<file path="src/rtl/ptr_rx_pkg.sv">
package ptr_rx_pkg;
  typedef enum logic [2:0] {
    KIND_IDLE,
    KIND_ADDR_HI,
    KIND_ADDR_LO,
    KIND_DATA,
    KIND_DROP
  } word_kind_e;
endpackage

</file>
<file path="src/rtl/ptr_rx_classify.sv">
module ptr_rx_classify
  import ptr_rx_pkg::*;
(
  input  logic       vld_i,
  input  logic       req_i,
  input  logic       half_lo_i,
  input  logic       ptr_vld_i,
  output word_kind_e kind_o
);
  always_comb begin
    kind_o = KIND_IDLE;
    if (vld_i) begin
      if (req_i)          kind_o = half_lo_i ? KIND_ADDR_LO : KIND_ADDR_HI;
      else if (ptr_vld_i) kind_o = KIND_DATA;
      else                kind_o = KIND_DROP;
    end
  end
endmodule

</file>
<file path="src/rtl/ptr_rx_pointer.sv">
module ptr_rx_pointer
  import ptr_rx_pkg::*;
#(
  parameter int DW   = 16,
  parameter int STEP = 2,
  localparam int AW  = 2 * DW
) (
  input  logic          clk_i,
  input  logic          rst_ni,
  input  word_kind_e    kind_i,
  input  logic [DW-1:0] word_i,
  output logic [AW-1:0] ptr_o,
  output logic          ptr_vld_o,
  output logic          half_lo_o
);
  logic [DW-1:0] hi_q;

  always_ff @(posedge clk_i or negedge rst_ni) begin
    if (!rst_ni) begin
      hi_q      <= '0;
      ptr_o     <= '0;
      ptr_vld_o <= 1'b0;
      half_lo_o <= 1'b0;
    end else begin
      unique case (kind_i)
        KIND_ADDR_HI: begin
          hi_q      <= word_i;
          half_lo_o <= 1'b1;
        end
        KIND_ADDR_LO: begin
          ptr_o     <= {hi_q, word_i};
          ptr_vld_o <= 1'b1;
          half_lo_o <= 1'b0;
        end
        KIND_DATA: ptr_o <= ptr_o + AW'(STEP);
        default: ;
      endcase
    end
  end
endmodule

</file>
<file path="src/rtl/ptr_rx_emit.sv">
module ptr_rx_emit
  import ptr_rx_pkg::*;
#(
  parameter int DW    = 16,
  parameter int CNT_W = 8,
  localparam int AW   = 2 * DW
) (
  input  logic             clk_i,
  input  logic             rst_ni,
  input  word_kind_e       kind_i,
  input  logic [DW-1:0]    word_i,
  input  logic [AW-1:0]    ptr_i,
  output logic [AW-1:0]    mem_addr_o,
  output logic [DW-1:0]    mem_data_o,
  output logic             mem_we_o,
  output logic             ack_o,
  output logic [CNT_W-1:0] drop_cnt_o
);
  logic ack_pend_q;

  always_ff @(posedge clk_i or negedge rst_ni) begin
    if (!rst_ni) begin
      mem_addr_o <= '0;
      mem_data_o <= '0;
      mem_we_o   <= 1'b0;
      ack_pend_q <= 1'b0;
      ack_o      <= 1'b0;
      drop_cnt_o <= '0;
    end else begin
      mem_we_o   <= (kind_i == KIND_DATA);
      ack_pend_q <= (kind_i != KIND_IDLE);
      ack_o      <= ack_pend_q;
      if (kind_i == KIND_DATA) begin
        mem_addr_o <= ptr_i;
        mem_data_o <= word_i;
      end
      // saturate rather than wrap
      if (kind_i == KIND_DROP && drop_cnt_o != '1)
        drop_cnt_o <= drop_cnt_o + CNT_W'(1);
    end
  end
endmodule

</file>
<file path="src/rtl/ptr_word_rx.sv">
module ptr_word_rx
  import ptr_rx_pkg::*;
#(
  parameter int DW    = 16,
  parameter int STEP  = 2,
  parameter int CNT_W = 8,
  localparam int AW   = 2 * DW
) (
  input  logic             clk_i,
  input  logic             rst_ni,
  input  logic [DW-1:0]    word_i,
  input  logic             req_i,
  input  logic             word_vld_i,
  output logic [AW-1:0]    mem_addr_o,
  output logic [DW-1:0]    mem_data_o,
  output logic             mem_we_o,
  output logic             ack_o,
  output logic [CNT_W-1:0] drop_cnt_o
);
  word_kind_e    kind;
  logic [AW-1:0] ptr;
  logic          ptr_vld;
  logic          half_lo;

  ptr_rx_classify u_cls (
    .vld_i    (word_vld_i),
    .req_i    (req_i),
    .half_lo_i(half_lo),
    .ptr_vld_i(ptr_vld),
    .kind_o   (kind)
  );

  ptr_rx_pointer #(.DW(DW), .STEP(STEP)) u_ptr (
    .clk_i    (clk_i),
    .rst_ni   (rst_ni),
    .kind_i   (kind),
    .word_i   (word_i),
    .ptr_o    (ptr),
    .ptr_vld_o(ptr_vld),
    .half_lo_o(half_lo)
  );

  ptr_rx_emit #(.DW(DW), .CNT_W(CNT_W)) u_emit (
    .clk_i     (clk_i),
    .rst_ni    (rst_ni),
    .kind_i    (kind),
    .word_i    (word_i),
    .ptr_i     (ptr),
    .mem_addr_o(mem_addr_o),
    .mem_data_o(mem_data_o),
    .mem_we_o  (mem_we_o),
    .ack_o     (ack_o),
    .drop_cnt_o(drop_cnt_o)
  );
endmodule

</file>
<file path="config.mk">
export PLATFORM = sky130hd
export DESIGN_NAME = ptr_word_rx
export DESIGN_NICKNAME = d
export VERILOG_FILES = /design/src/rtl/ptr_rx_pkg.sv /design/src/rtl/ptr_rx_classify.sv /design/src/rtl/ptr_rx_pointer.sv /design/src/rtl/ptr_rx_emit.sv /design/src/rtl/ptr_word_rx.sv
export SDC_FILE = /design/constraint.sdc
export NUM_CORES = 1
export LEC_CHECK = 0
export BUFFER_PORTS_ARGS = -buffer_cell sky130_fd_sc_hd__buf_2
export CAP_MARGIN = 20
export CORE_AREA = 4 4 116 118
export CTS_CLUSTER_DIAMETER = 100
export CTS_CLUSTER_SIZE = 25
export DETAILED_ROUTE_END_ITERATION = 8
export DIE_AREA = 0 0 120 122
export MAX_ROUTING_LAYER = met4
export SYNTH_ARGS = -nofsm -noshare
export SYNTH_HDL_FRONTEND = slang
export SYNTH_SLANG_ARGS = --single-unit
</file>
<file path="constraint.sdc">
create_clock -name clk_i -period 2.65 [get_ports clk_i]
set_clock_uncertainty 0.15 [all_clocks]
set_input_delay 0.265 -clock clk_i [delete_from_list [all_inputs] [get_ports clk_i]]
set_output_delay 0.265 -clock clk_i [all_outputs]
set_load 0.02 [all_outputs]
</file>
### After elaboration in Yosys (flattened, before gate mapping)

Cells that the tools add are included.

* register bits after elaboration: 109
* input bits: 20
* logic and storage cells: 27

* add/sub/neg operators: 2
* eq/ne operators: 5
* multiplexer cells: 6
* reductions and logical operators: 4

Operators by type and width (number)
* case mux 32 bit (2 select lines): 1
* adder 32 x 2 -> 32 bit, second input constant: 1
* two-way mux 3 bit: 3
* adder 8 x 1 -> 8 bit, second input constant: 1
* inequality test 8 bit, second input constant: 1
* equality test 3 x 2 -> 1 bit, second input constant: 2
* nonzero test 2 bit: 2
* equality test 3 x 1 -> 1 bit, second input constant: 1
* equality test 3 bit, second input constant: 1
* nonzero test 3 bit: 1
* two-way mux 2 bit: 1
* case mux 1 bit (2 select lines): 1
* logical AND 1 bit: 1

### Longest topological paths before layout

* word-level depth: 5
* depth in mapped cells: 8
* gate-level depth less buffers: 6

### Hierarchy

Synthesis repeated with hierarchy kept, for this count alone.

* cells, all modules: 439
* area total of the unflattened synthesis: 5073.6 um^2

By module, submodules not included
* ptr_rx_pointer: times used 1, cells each 286, area an instance 2730.1 um^2
* ptr_rx_emit: times used 1, cells each 148, area an instance 2308.5 um^2
* ptr_rx_classify: times used 1, cells each 5, area an instance 35.0 um^2

### Least setup slack after synthesis

Ideal clock, no wire load.

* path kind: register to register
* start: reg u_ptr.ptr_o[1]
* end: reg u_ptr.ptr_o[31]
* data arrival time: 1.672 ns
* required time: 2.431 ns
* path slack: 0.759 ns
* cell stages (with the launch flop): 7
* path buffers: 0
* path through: dfrtp_1 > ha_1 > nand3_1 > nor2_2 > nand4_2 > or4_1 > nand3_1

* longest elaborated chain between the ends: 2

Ends and longest elaborated chain
* start, declared: line ptr_rx_pointer.sv:12 `output logic [AW-1:0] ptr_o,`
* start signal, assigned: line ptr_rx_pointer.sv:31 `ptr_o <= {hi_q, word_i};`
* start signal, assigned: line ptr_rx_pointer.sv:35 `KIND_DATA: ptr_o <= ptr_o + AW'(STEP);`
* adder 32 x 2 -> 32 bit: line ptr_rx_pointer.sv:35
* case mux 32 bit (2 select lines): line ptr_rx_pointer.sv:25 `unique case (kind_i)`

No other way between the ends.
A chain may end at the register's enable or synchronous reset.

### Final worst setup path

* start: in word_vld_i
* end: reg u_ptr.ptr_o[10]

* longest elaborated chain between the ends: 3

Ends and longest elaborated chain
* start, declared: line ptr_word_rx.sv:13 `input logic word_vld_i,`
* two-way mux 3 bit *: line ptr_rx_classify.sv:12 `if (vld_i) begin`
* equality test 3 x 2 -> 1 bit: line ptr_rx_pointer.sv:25
* case mux 32 bit (2 select lines) / nonzero test 2 bit (equally long branches)

Every way passes the cells marked *; elsewhere a longest branch is shown, timed or not.

==> impl_summary.md <==
Status
The run finished with clean final reports.

Synthesis
Of the synthesized area, sequential elements account for 0.558. The leading register cell type out of synthesis is sky130_fd_sc_hd__dfrtp_1. After synthesis the cells add up to 4890 µm².

The net count of the mapped netlist is 535. Synthesis inferred 109 register bits. The synthesized netlist contains 55 unique library cells.

After synthesis, the share of flip-flops with an asynchronous set or reset is 1.00. The mean instance size in the synthesized netlist is 9.52 µm². The warning count from the yosys run is 0. The post-synthesis instance total is 513. The number of flops mapped to enable cells by yosys is 0.

Global routing
For met2 alone, demand over resource in global routing was 0.272. The via count of the first global-routing pass is 3928. The number of antenna violations at the first check in global routing came to 0. Across every metal layer, demand over resource in global routing totals 0.181. The met3 track utilization from global routing is 0.0348. The pin count of the biggest net entering global routing is 72. The layer flagged by global routing as most heavily used is met2.

For this run the aggregate overflow at the end of global routing stands at 0. For met1 alone, demand over resource in global routing was 0.238. The first-pass GRT wire length is 20200 µm.

Worst setup path
The startpoint of the lowest-slack register-to-register path is u_ptr.ptr_o[1]. STA classifies the critical path startpoint as a primary input. The termination of the worst setup path is u_ptr.ptr_o[10]. The worst flop-to-flop path endpoint is u_ptr.ptr_o[31]. The most critical setup path has its startpoint at word_vld_i. In this run the register-to-register setup slack is 410 ps. The data required time at the worst endpoint is 2750 ps. The setup path with the least slack is of type primary input to flip-flop.

The critical path arrival is 2340 ps. The depth of the most critical reg-to-reg path is 6. The kind of end point of the critical path is a flip-flop.

The maximum net fanout on the critical path is 18.

Clock network
In this run the number of H-tree levels came out at 3. In this run, CTS created clock tree buffers numbering 9. The tree is rooted in a sky130_fd_sc_hd__clkbuf_16. The CTS sink count is 109. The post-cts gate resize count is 0. Clock latency on the worst-skew pair, taken at its later pin, is 350 ps. The number of buffers on the longest clock path is 2. TritonCTS built the clock tree. The clock slew seen by the registers of the worst setup and hold paths is 70 ps.

Floorplanning
The die covers 14600 µm². The number of top-level pins is 78. The floorplan step defined a core boundary enclosing 12500 µm². The die is 122 µm tall. The number of rows created at floorplan is 41. The effective utilization at floorplan is 0.392.

In this run the horizontal extent of the chip is 120 µm.

Route
Once detail routing completed, the nets flagged for antenna violations numbered 0. The total length of routed wires is 12400 µm. After detailed routing, the average wire length per cell comes to 16.3 µm. The remaining routing DRC violations is 0. The routed layout has 4020 vias. The number of iterations in the first detailed-routing pass is 4.

In the routed layout, each cell is associated on average with a via count of 5.28. The detailed router finished its first iteration with 300 violations.

Power
Power spread over the standard cell area amounts to 974 nW/µm². Of the total power, the clock network draws 0.224. Of the total power, combinational logic draws 0.284. The largest voltage drop on the vdd net is 0.000363 V.

Of the total power, registers draw 0.492. Of the total power, the share spent switching nets is 0.372. The completed layout was analyzed and its total power is 5.64 mW. The internal portion of the total power is 3.54 mW. The switching component of the power is 2.10 mW. The static leakage power is 2.81 nW.

Hold path
The class of the tightest hold or removal check is primary input to flip-flop. The cell count of the worst hold path is 3.

Timing
Setup repair after global routing left no endpoint under its margin. Dividing the final minimum period by the clock period gives 0.845. The worst-case headroom to the max-slew limit is 0.401. For the finished layout, the period the worst path requires is 2240 ps. The number of pins exceeding their max-slew limit in the final report is 0. The number of setup violations in the final report is 0. At the pin with the least slew margin, the transition time is 897 ps. For this run, the top clock speed supported by timing is 447 MHz. The sum of negative setup slack is 0 ps. The final hold violation count came to 0.

Place
The count of buffers inserted at the top-level ports is 77. At the end of routability-driven placement, the weighted congestion stood at 0.895. The wire-length estimate of the detail-placed layout is 8550 µm.

Layout
The ratio of cells with drive above 1 in the final layout is 0.216. The area growth from synthesis to layout is 18.4%. The net count reported at finish is 606. The utilization after layout is 0.464. The number of diodes is 0.

Job
Across the run, the number of max-cap violations was 0.
routing by layer:
metal | part of all wire | wire length (µm)
met5 | 0 | 0
met4 | 0.033 | 413
met3 | 0.051 | 637
met2 | 0.46 | 5660
met1 | 0.46 | 5720
logic make-up after synthesis:
logic type | Yosys count | share of synthesized area
adders and majority gates | 2 | 0.00512
DFF | 109 | 0.558
and+or+nand+nor | 248 | 0.226
AOI/OAI and AO/OA | 87 | 0.118
buffers and inverters | 39 | 0.0330
muxes | 20 | 0.0456
xor gates and xnor gates | 8 | 0.0143
power by group through the flow:
stage | clock [mW] | combinational [mW] | sequential [mW]
final | 1.26 | 1.60 | 2.77
after global routing | 1.37 | 1.79 | 2.86
after CTS | 1.29 | 1.63 | 2.77
after detailed placement | 0 | 1.62 | 2.79
after global placement | 0 | 1.59 | 2.78
after floorplan | 0 | 0.886 | 2.90
cell usage in the layout (no fill, tap or decap), types with 4 or more instances in the layout:
cell,instances
sky130_fd_sc_hd__nand3_1,23
sky130_fd_sc_hd__a2bb2oi_1,4
sky130_fd_sc_hd__buf_4,6
sky130_fd_sc_hd__a21oi_1,17
sky130_fd_sc_hd__clkbuf_16,9
sky130_fd_sc_hd__o22ai_1,6
sky130_fd_sc_hd__nor3_1,6
sky130_fd_sc_hd__nand2_1,164
sky130_fd_sc_hd__dlygate4sd3_1,5
sky130_fd_sc_hd__inv_1,8
sky130_fd_sc_hd__xor2_1,5
sky130_fd_sc_hd__a22oi_1,6
sky130_fd_sc_hd__o21ai_0,20
sky130_fd_sc_hd__nand4_1,9
sky130_fd_sc_hd__o211ai_1,4
sky130_fd_sc_hd__dfrtp_1,109
sky130_fd_sc_hd__a311oi_1,4
sky130_fd_sc_hd__mux2_2,18
sky130_fd_sc_hd__nor2_1,20
sky130_fd_sc_hd__buf_2,76
state kept, by name (all words and copies together) (netlist names), 8 cells and up:
register / flops
u_emit.drop_cnt_o: 8
u_emit.mem_addr_o: 32
u_emit.mem_data_o: 16
u_ptr.hi_q: 16
u_ptr.ptr_o: 32
Yosys cell counts (6+ instances only):
| cell | instances | area share |
|---|---|---|
| sky130_fd_sc_hd__nand2_1 | 164 | 0.13 |
| sky130_fd_sc_hd__dfrtp_1 | 109 | 0.56 |
| sky130_fd_sc_hd__nand3_1 | 23 | 0.024 |
| sky130_fd_sc_hd__nor2_1 | 20 | 0.015 |
| sky130_fd_sc_hd__o21ai_0 | 20 | 0.020 |
| sky130_fd_sc_hd__clkbuf_1 | 19 | 0.015 |
| sky130_fd_sc_hd__mux2_2 | 18 | 0.041 |
| sky130_fd_sc_hd__a21oi_1 | 17 | 0.017 |
| sky130_fd_sc_hd__buf_2 | 9 | 0.0092 |
| sky130_fd_sc_hd__nand4_1 | 9 | 0.012 |
| sky130_fd_sc_hd__inv_1 | 8 | 0.0061 |
| sky130_fd_sc_hd__a22oi_1 | 6 | 0.0092 |
| sky130_fd_sc_hd__nor3_1 | 6 | 0.0061 |
| sky130_fd_sc_hd__o22ai_1 | 6 | 0.0077 |
worst max-delay path, stage by stage:
cell and delay (ps):
sky130_fd_sc_hd__dlygate4sd3_1 540, sky130_fd_sc_hd__buf_2 160, sky130_fd_sc_hd__nand3b_1 190, sky130_fd_sc_hd__inv_2 90
sky130_fd_sc_hd__nor2_2 700, sky130_fd_sc_hd__a311oi_1 110, sky130_fd_sc_hd__a311oi_1 280
through the flow:
stage / hold WS (ps) / setup slack (ps) / std cells / area (µm²)
finish: 8.08 / 411 / 761 / 5790
global route: 3.69 / 281 / 761 / 5790
CTS: 2.34 / 443 / 761 / 5790
detailed placement: 137 / 483 / 740 / 5460
global placement: 133 / 543 / 740 / 5460
floorplan: -181 / 759 / 513 / 4890
final cells by class:
type | count | area (µm²)
well taps | 172 | 215
clock buffers | 11 | 243
multi-input cells | 365 | 2000
flip-flops and latches | 109 | 2730
clock inverters | 5 | 35.0
fillers | 1218 | 6680
repair buffers | 90 | 536
inverters | 9 | 33.8
worst min-delay path by stage:
stage / from / endpoint
CTS: word_i[9] / u_emit.mem_data_o[9]
floorplan: rst_ni / u_emit.ack_o
detailed placement: rst_ni / u_emit.mem_addr_o[4]
global route: word_i[12] / u_emit.mem_data_o[12]
global placement: rst_ni / u_emit.mem_addr_o[3]
finish: word_i[9] / u_emit.mem_data_o[9]
what timing repair did:
action                    CTS  global route
hold buffers                5             0
setup buffers               0             0
hold endpoints to repair   43             0
(Power assumes the default switching activity.)
